<file path="src/rtl/island_pkg.sv">
package island_pkg;

  typedef enum logic [2:0] {
    PH_IDLE,
    PH_CTRL,
    PH_PRE,
    PH_LEAD,
    PH_DATA,
    PH_TRAIL
  } phase_e;

  localparam int NIB_W = 4;
  localparam int PIX_W = 2 * NIB_W + 1;

  localparam logic [9:0] SYM_BLANK = 10'b1101010100;
  localparam logic [9:0] SYM_PRE   = 10'b0010101011;
  localparam logic [9:0] SYM_GUARD = 10'b0100110011;

  function automatic logic [9:0] ctrl_sym(input logic [1:0] c);
    case (c)
      2'b00:   ctrl_sym = 10'b1101010100;
      2'b01:   ctrl_sym = 10'b0010101011;
      2'b10:   ctrl_sym = 10'b0101010100;
      default: ctrl_sym = 10'b1010101011;
    endcase
  endfunction

  function automatic logic [9:0] terc4(input logic [3:0] n);
    case (n)
      4'h0:    terc4 = 10'b1010011100;
      4'h1:    terc4 = 10'b1001100011;
      4'h2:    terc4 = 10'b1011100100;
      4'h3:    terc4 = 10'b1011100010;
      4'h4:    terc4 = 10'b0101110001;
      4'h5:    terc4 = 10'b0100011110;
      4'h6:    terc4 = 10'b0110001110;
      4'h7:    terc4 = 10'b0100111100;
      4'h8:    terc4 = 10'b1011001100;
      4'h9:    terc4 = 10'b0100111001;
      4'hA:    terc4 = 10'b0110011100;
      4'hB:    terc4 = 10'b1011000110;
      4'hC:    terc4 = 10'b1010001110;
      4'hD:    terc4 = 10'b1001110001;
      4'hE:    terc4 = 10'b0101100011;
      default: terc4 = 10'b1011000011;
    endcase
  endfunction

endpackage

</file>
<file path="src/rtl/island_phase_ctrl.sv">
module island_phase_ctrl
  import island_pkg::*;
#(
  parameter int CTRL_LEN  = 4,
  parameter int PRE_LEN   = 8,
  parameter int GUARD_LEN = 2,
  parameter int PKT_PIX   = 32,
  parameter int MAX_PKTS  = 18
) (
  input  logic                              clk,
  input  logic                              rst_n,
  input  logic                              start_i,
  input  logic [$clog2(MAX_PKTS+1)-1:0]     pkt_count_i,
  output phase_e                            phase_o,
  output logic                              first_o
);

  localparam int PKT_W  = $clog2(MAX_PKTS + 1);
  localparam int MAXLEN = PKT_PIX * MAX_PKTS;
  localparam int CNT_W  = $clog2(MAXLEN + 1);

  phase_e             ph_q;
  logic [CNT_W-1:0]   cnt_q;
  logic [CNT_W-1:0]   total_q;
  logic [CNT_W-1:0]   lim;
  logic [PKT_W-1:0]   npk;
  logic               at_end;

  // clamp the requested packet count into 1..MAX_PKTS
  always_comb begin
    if (pkt_count_i == '0)
      npk = PKT_W'(1);
    else if (pkt_count_i > PKT_W'(MAX_PKTS))
      npk = PKT_W'(MAX_PKTS);
    else
      npk = pkt_count_i;
  end

  always_comb begin
    case (ph_q)
      PH_CTRL:            lim = CNT_W'(CTRL_LEN);
      PH_PRE:             lim = CNT_W'(PRE_LEN);
      PH_LEAD, PH_TRAIL:  lim = CNT_W'(GUARD_LEN);
      PH_DATA:            lim = total_q;
      default:            lim = CNT_W'(1);
    endcase
  end

  assign at_end = (cnt_q == lim - 1'b1);

  always_ff @(posedge clk) begin
    if (!rst_n) begin
      ph_q    <= PH_IDLE;
      cnt_q   <= '0;
      total_q <= '0;
    end else if (ph_q == PH_IDLE) begin
      if (start_i) begin
        ph_q    <= PH_CTRL;
        cnt_q   <= '0;
        total_q <= CNT_W'(npk) * CNT_W'(PKT_PIX);
      end
    end else if (at_end) begin
      cnt_q <= '0;
      case (ph_q)
        PH_CTRL: ph_q <= PH_PRE;
        PH_PRE:  ph_q <= PH_LEAD;
        PH_LEAD: ph_q <= PH_DATA;
        PH_DATA: ph_q <= PH_TRAIL;
        default: ph_q <= PH_IDLE;
      endcase
    end else begin
      cnt_q <= cnt_q + 1'b1;
    end
  end

  assign phase_o = ph_q;
  assign first_o = (ph_q == PH_DATA) && (cnt_q == '0);

  AST_PRE_TO_LEAD: assert property (@(posedge clk) disable iff (!rst_n)
    (ph_q == PH_PRE) |=> (ph_q == PH_PRE || ph_q == PH_LEAD));
  AST_DATA_TO_TRAIL: assert property (@(posedge clk) disable iff (!rst_n)
    (ph_q == PH_DATA) |=> (ph_q == PH_DATA || ph_q == PH_TRAIL));
  AST_TRAIL_TO_IDLE: assert property (@(posedge clk) disable iff (!rst_n)
    (ph_q == PH_TRAIL) |=> (ph_q == PH_TRAIL || ph_q == PH_IDLE));

endmodule

</file>
<file path="src/rtl/island_sym_enc.sv">
module island_sym_enc
  import island_pkg::*;
(
  input  logic               clk,
  input  logic               rst_n,
  input  phase_e             phase_i,
  input  logic               first_i,
  input  logic               hsync_i,
  input  logic               vsync_i,
  input  logic [PIX_W-1:0]   data_i,
  input  logic               valid_i,
  output logic [2:0][9:0]    sym_o
);

  logic [1:0]       vh;
  logic [PIX_W-1:0] word;
  logic [2:0][9:0]  sym_d;

  assign vh   = {vsync_i, hsync_i};
  // a missing word is sent as all zeros
  assign word = valid_i ? data_i : '0;

  // channel 0: sync-bearing lane
  always_comb begin
    case (phase_i)
      PH_LEAD, PH_TRAIL: sym_d[0] = terc4({2'b11, vh});
      PH_DATA:           sym_d[0] = terc4({~first_i, word[0], vh});
      default:           sym_d[0] = ctrl_sym(vh);
    endcase
  end

  // channels 1 and 2: identical lanes, each carrying one nibble
  for (genvar g = 1; g < 3; g++) begin : g_lane
    always_comb begin
      case (phase_i)
        PH_PRE:            sym_d[g] = SYM_PRE;
        PH_LEAD, PH_TRAIL: sym_d[g] = SYM_GUARD;
        PH_DATA:           sym_d[g] = terc4(word[NIB_W*g-3 +: NIB_W]);
        default:           sym_d[g] = SYM_BLANK;
      endcase
    end
  end

  always_ff @(posedge clk) begin
    if (!rst_n) sym_o <= {3{SYM_BLANK}};
    else        sym_o <= sym_d;
  end

endmodule

</file>
<file path="src/rtl/island_seq.sv">
module island_seq
  import island_pkg::*;
#(
  parameter int CTRL_LEN  = 4,
  parameter int PRE_LEN   = 8,
  parameter int GUARD_LEN = 2,
  parameter int PKT_PIX   = 32,
  parameter int MAX_PKTS  = 18
) (
  input  logic                           clk,
  input  logic                           rst_n,
  input  logic                           hsync_i,
  input  logic                           vsync_i,
  input  logic                           start_i,
  input  logic [$clog2(MAX_PKTS+1)-1:0]  pkt_count_i,
  input  logic [8:0]                     pix_data_i,
  input  logic                           pix_valid_i,
  output logic                           pix_ready_o,
  output logic [9:0]                     ch0_o,
  output logic [9:0]                     ch1_o,
  output logic [9:0]                     ch2_o
);

  phase_e          phase;
  logic            first;
  logic [2:0][9:0] sym;

  island_phase_ctrl #(
    .CTRL_LEN (CTRL_LEN),
    .PRE_LEN  (PRE_LEN),
    .GUARD_LEN(GUARD_LEN),
    .PKT_PIX  (PKT_PIX),
    .MAX_PKTS (MAX_PKTS)
  ) u_ctrl (
    .clk        (clk),
    .rst_n      (rst_n),
    .start_i    (start_i),
    .pkt_count_i(pkt_count_i),
    .phase_o    (phase),
    .first_o    (first)
  );

  island_sym_enc u_enc (
    .clk    (clk),
    .rst_n  (rst_n),
    .phase_i(phase),
    .first_i(first),
    .hsync_i(hsync_i),
    .vsync_i(vsync_i),
    .data_i (pix_data_i),
    .valid_i(pix_valid_i),
    .sym_o  (sym)
  );

  assign pix_ready_o = (phase == PH_DATA);
  assign ch0_o = sym[0];
  assign ch1_o = sym[1];
  assign ch2_o = sym[2];

  AST_PRE_SYMBOLS: assert property (@(posedge clk) disable iff (!rst_n)
    (phase == PH_PRE) |=> (ch1_o == SYM_PRE && ch2_o == SYM_PRE));
  AST_GUARD_SYMBOLS: assert property (@(posedge clk) disable iff (!rst_n)
    (phase == PH_LEAD || phase == PH_TRAIL) |=> (ch1_o == SYM_GUARD && ch2_o == SYM_GUARD));
  AST_IDLE_BLANK: assert property (@(posedge clk) disable iff (!rst_n)
    (phase == PH_IDLE || phase == PH_CTRL) |=> (ch2_o == SYM_BLANK));
  AST_NO_RESTART: assert property (@(posedge clk) disable iff (!rst_n)
    (phase != PH_IDLE && phase != PH_CTRL) |=> (phase != PH_CTRL));
  AST_READY_CODED: assert property (@(posedge clk) disable iff (!rst_n)
    pix_ready_o |=> (ch1_o != SYM_BLANK && ch1_o != SYM_GUARD));

endmodule

</file>
<file path="config.mk">
export PLATFORM = sky130hd
export DESIGN_NAME = island_seq
export DESIGN_NICKNAME = d
export VERILOG_FILES = /design/src/rtl/island_pkg.sv /design/src/rtl/island_phase_ctrl.sv /design/src/rtl/island_sym_enc.sv /design/src/rtl/island_seq.sv
export SDC_FILE = /design/constraint.sdc
export NUM_CORES = 1
export LEC_CHECK = 0
export CORE_MARGIN = 1
export CORE_UTILIZATION = 50
export DETAILED_ROUTE_END_ITERATION = 8
export GPL_TIMING_DRIVEN = 0
export PLACE_DENSITY = 0.88
export SYNTH_ARGS = -nofsm -noshare
export SYNTH_HDL_FRONTEND = slang
export SYNTH_HIERARCHICAL = 1
export SYNTH_SLANG_ARGS = --single-unit
</file>
<file path="constraint.sdc">
create_clock -name clk -period 2.1 [get_ports clk]
set_clock_uncertainty 0.2 [all_clocks]
set_input_delay 0.42 -clock clk [delete_from_list [all_inputs] [get_ports clk]]
set_output_delay 0.42 -clock clk [all_outputs]
set_load 0.005 [all_outputs]
</file>
**Word level (Yosys, flattened, before mapping)**

Memory sizes are Yosys's and may differ from the RTL's.
Cells that the tools add are included.

- Multiplexer cells: 16
- Order comparisons: 1
- Equality and inequality tests: 9
- Bitwise operators: 1
- Reduce and logical (&&, ||, !) cells: 9
- Add/sub/neg operators: 2

Operators with widths:

| cell | count |
|---|---|
| $pmux W10 S3 | 4 |
| $pmux W10 S4 | 1 |
| $mux W10 | 3 |
| $pmux W10 S2 | 1 |
| $pmux W3 S4 | 1 |
| $add A10 B1 Y10 const B | 1 |
| $eq A10 B10 Y1 | 1 |
| $logic_not A10 Y1 | 1 |
| $mux W5 | 2 |
| $sub A10 B1 Y10 const B | 1 |
| $mux W3 | 3 |
| $mux W9 | 1 |
| $eq A3 B2 Y1 const B | 2 |
| $eq A3 B3 Y1 const B | 2 |
| $gt A5 B5 Y1 const B | 1 |
| $logic_not A5 Y1 | 1 |
| $reduce_and A2 Y1 | 2 |
| $eq A3 B1 Y1 const B | 1 |
| $logic_not A3 Y1 | 1 |
| $eq A2 B1 Y1 const B | 1 |
| $eq A2 B2 Y1 const B | 1 |
| $logic_not A2 Y1 | 1 |
| $ne A2 B2 Y1 const B | 1 |
| $reduce_bool A2 Y1 | 1 |
| 3 further kinds | 3 |

- Memory bits (read-only): 480
- Word-level logic and storage cells: 47
- Bits of input ports: 20
- Flip-flop bits (word level): 48
- Output and inout port bits: 31
- Memories: 3

Memories:

| memory | depth | width | read ports | clocked after Yosys merged registers in | wr ports | line | text |
|---|---|---|---|---|---|---|---|
| (name not given) | 16 | 10 | 1 | 0 | 0 | island_pkg.sv:29 | `case (n)` |
| (name not given) | 16 | 10 | 1 | 0 | 0 | island_pkg.sv:29 |  |
| (name not given) | 16 | 10 | 1 | 0 | 0 | island_pkg.sv:29 |  |

**Depth between registers and ports, before layout**

- Depth in word-level cells: 7
- Gate-level depth with buffers: 10
- Depth with buffers taken out: 8

**Cells and area by module**

The synthesis kept the hierarchy.

Modules (own cells, without submodules):

| module | cells an instance | area an instance (sq um) | instances | seq. area each (sq um) |
|---|---|---|---|---|
| island_sym_enc | 277 | 2170.8 | 1 | 600.6 |
| island_phase_ctrl | 190 | 1473.9 | 1 | 360.3 |
| island_seq | 1 | 12.5 | 1 | 0.0 |

**Least setup slack after synthesis**

Ideal clock, no wire load.

- Path kind: input to register
- Start: input port pix_valid_i
- End: register u_enc/sym_o[27] (netlist bit)
- Path slack: -0.217 ns
- Buffers on the path: 3
- Setup time: 0.116 ns
- Arrival: 2.000 ns
- Cell stages on the path: 9
- Required time: 1.784 ns
- Cell sequence: buf_4 -> clkbuf_1 -> buf_2 -> nand2_1 -> ha_1 -> nor2b_1 -> a211o_1 -> a21oi_1 -> nor2_1

- Word-level cells in the longest chain between the ends: 3

Ends and longest elaborated chain:

| item | line | text |
|---|---|---|
| start, declared | island_seq.sv:17 | `input logic pix_valid_i,` |
| $mux W9 | island_sym_enc.sv:21 | `assign word = valid_i ? data_i : '0;` |
| $mem_v2 Z16 W10 | n/a |  |
| $pmux W10 S3 | island_sym_enc.sv:35 | `case (phase_i)` |
| end signal, assigned | island_sym_enc.sv:45 | `if (!rst_n) sym_o <= {3{SYM_BLANK}};` |
| end signal, assigned | island_sym_enc.sv:46 | `else sym_o <= sym_d;` |
| end, declared | island_sym_enc.sv:12 | `output logic [2:0][9:0] sym_o` |

No other way between the ends.
A chain may end at the register's enable or synchronous reset.

**Final worst setup path**

- Start: register u_ctrl.cnt_q[7]
- End: register u_ctrl.cnt_q[7]

- Word-level cells in the longest chain between the ends: 3
- Elaborated cells on any way between the ends: 4
- Those cells by class: add/sub (1); eq/ne (1); mux (2)

Ends and longest elaborated chain:

| item | line | text |
|---|---|---|
| start, declared | island_phase_ctrl.sv:23 | `logic [CNT_W-1:0] cnt_q;` |
| start signal, assigned | island_phase_ctrl.sv:72 | `cnt_q <= cnt_q + 1'b1;` |
| $add A10 B1 Y10 or $eq A10 B10 Y1 (tied branches) | island_phase_ctrl.sv:72, island_phase_ctrl.sv:49 |  |
| $mux W10 (*) | island_phase_ctrl.sv:62 | `end else if (at_end) begin` |
| $mux W10 (*) | island_phase_ctrl.sv:56 | `end else if (ph_q == PH_IDLE) begin` |

Mark *: on every way between the ends. The rest lies on a longest branch, timed or not.

==> flow_summary.toml <==
[status]
status = "finished with violations"
violations = "negative setup slack"

[clock_tree]
root_buffer = "clkbuf_8"
cts_tree = "done"
htreeDepth = 2
clk_pin_slew_ns = 0.08
clk_path_buf_depth = 2
cts_hold_buf = 0
cts_num_sinks = 48
insertion_delay_ns = 0.30
cts_buffers = 5

[global_routing]
grt_pass1_vias = 3519
track_usage = 0.275
overflow = 0
antenna_found_initial = 0
grt_max_degree = 14
grt_pass1_wl_um = 16600

[critical_path]
cp-start-kind = "flop"
critPathKind = "reg -> reg"
worstPathArrival_ns = 2.23
crit_fanout = 5
r2r_cells = 8
worstSetupEndpointType = "flop"
required_ns = 2.10

[synthesis]
synthAdderAreaFrac = 0.0787
synth_area_leaders = "dfxtp_1 26%, ha_1 7.9%, nand2_1 5.2%"
synth-edff-count = 0
ys_seq_area_frac = 0.263
synth_most_common_cell = "nand2_1"
yosysTopAreaCellShare = 0.263
synth_compound_area_frac = 0.249
synth_common_cells = "51 x nand2_1, 48 x dfxtp_1, 35 x nor2_1"
ys_warn_count = 6
async_reset_ff_frac = 0
ys.flop_type = "dfxtp_1"
synth-xor-area-share = 0.0233
syn_nets = 511
synth_top_family_by_area = "simple AND/OR/NAND/NOR gates"
synthSimpleGateAreaFrac = 0.303
synth_top_area_cell = "dfxtp_1"
synth_area_per_cell_sq_um = 7.81
ys_seq_elements = 48
synthDistinctLibCells = 72
synth_area_sq_mm = 0.00366
synthMuxAreaShare = 0.0120
postSynthCellCount = 468

[placement]
dp_hpwl_um = 7210
port_buffers = 49
placed_cell_area_sq_mm = 0.00433
gp_congestion = 0.942
dp_cells = 613
place_ws_ns = -0.911

[sta]
hold_viol = 0
fmax_mhz = 449
rsz0062_at_grt = "true"
worst_slack_ns = -0.127
worst_pin_slew_ns = 0.749
fin_tns_setup_ns = -0.971
relSlewSlack = 0.500
slew_viol_final = 0
fin_crit_sh = 1.06
setup_viol_count_final = 16
fin_crit_ns = 2.23

[detailed_routing]
first_pass_iters = 5
vias_per_cell = 6.32
drt-total-wl_um = 10500
drc = 0
via_count = 3969
drt-wirelength-per-cell_um = 16.8
drtIter0Drc = 433
drtAntennaViolNets = 0

[die]
ios = 51
die_h_um = 87.5
die_w_um = 87.5
dieArea_sq_mm = 0.00766
core_area_sq_mm = 0.00694
initial_core_util = 0.527
rows = 30

[power_and_ir_drop]
power_mw = 3.63
cellPowerDensity_mw_per_mm2 = 770
vdd_ir_drop_max_mv = 0.376
p_leak_nw = 1.85

[final_layout]
insertedDiodeCount = 0
layout-drive-gt1-share = 0.199
fin_area_sq_mm = 0.00472
area_growth_syn_to_layout_pct = 29.1
layout.nets = 575
final_cells = 628

[flow_run]
maxCapViolCount = 0

[min_path]
hold_path.class = "reg -> reg"
whs_path_depth = 2
[per-layer routing]
layer | GRT usage | wire, um | vias to the layer above
met2 | 0.457 | 4930 | 226
met5 | 0 | 0 | -
li1 | - | - | 1845
met3 | 0.0351 | 826 | 25
met1 | 0.369 | 4550 | 1873
met4 | 0.0879 | 228 | 0
[timing repair]
| action | in CTS | in global routing |
|---|---|---|
| gates cloned | 1 | 0 |
| pin swaps | 17 | 19 |
| resized for setup | 48 | 33 |
| buffers inserted | 4 | 6 |
| setup endpoints to repair | 37 | 40 |
[report_power, final]
part           leakage, nW  internal (mW)  total [mW]  switching [mW]
Clock               0.0410          0.227       0.533           0.306
Combinational         1.41          0.834        1.87            1.04
Sequential           0.398           1.11        1.23           0.122
Total                 1.85           2.17        3.63            1.46
[worst max-delay path, stage by stage (launching register included)]
cell and delay (ns):
dfxtp_2 0.34, clkbuf_8 0.13, buf_4 0.14, nor2b_1 0.14
o21ai_0 0.15, o211ai_1 0.16, a211oi_2 0.36, nand4_1 0.26
and3_1 0.25
[placed cells by master, fill, tap and decap left out, drive strengths merged, types with 10 or more instances in the layout]
cell type,synthesis,layout
dfxtp,48,48
and3,10,10
ha,23,23
a21oi,26,26
nor2b,12,12
clkbuf,17,24
nand3,22,22
nor2,35,35
inv,19,19
clkdlybuf4s50,0,42
nand2b,11,11
o21ai,34,34
buf,13,22
nor3,15,15
nand2,52,52
[worst paths after layout]
kind | start | to | slack (ns)
worst max register to register | u_ctrl/cnt_q[7] | u_ctrl/cnt_q[7] | -0.13
worst min-delay path | u_ctrl/total_q[9] | u_ctrl/total_q[9] | 0.34
worst max-delay path | u_ctrl/cnt_q[7] | u_ctrl/cnt_q[7] | -0.13
worst min register to register | u_ctrl/total_q[9] | u_ctrl/total_q[9] | 0.34
[flip-flops by register name, indices dropped and copies added, names as in the netlist]
| register | count |
|---|---|
| u_ctrl/phase_o | 3 |
| u_ctrl/cnt_q | 10 |
| u_ctrl/total_q | 5 |
| u_enc/sym_o | 30 |
[layout make-up]
| class | instances | area [sq um] |
|---|---|---|
| Multi-Input combinational cell | 371 | 2690 |
| Fill cell | 549 | 2220 |
| Sequential cell | 48 | 983 |
| Timing Repair Buffer | 60 | 573 |
| Buffer | 27 | 204 |
| Tap cell | 96 | 120 |
| Clock buffer | 6 | 72.6 |
| Inverter | 19 | 71.3 |
| Clock inverter | 1 | 5.00 |
[through the flow]
step / util / hold WS (ns)
3_3_place_gp: 0.623 / 0.305
4_1_cts: 0.660 / 0.328
2_1_floorplan: - / 0.276
5_1_grt: 0.680 / 0.391
3_5_place_dp: 0.623 / 0.317
6_report: 0.680 / 0.344
[cells by family after synthesis]
| family | Yosys count |
|---|---|
| xor gates and xnor gates | 8 |
| and+or+nand+nor | 205 |
| muxes | 4 |
| DFF | 48 |
| adders and majority gates | 23 |
| buffers and inverters | 49 |
| AOI/OAI and AO/OA | 131 |
Note: power is estimated with default switching activity, not from simulation.
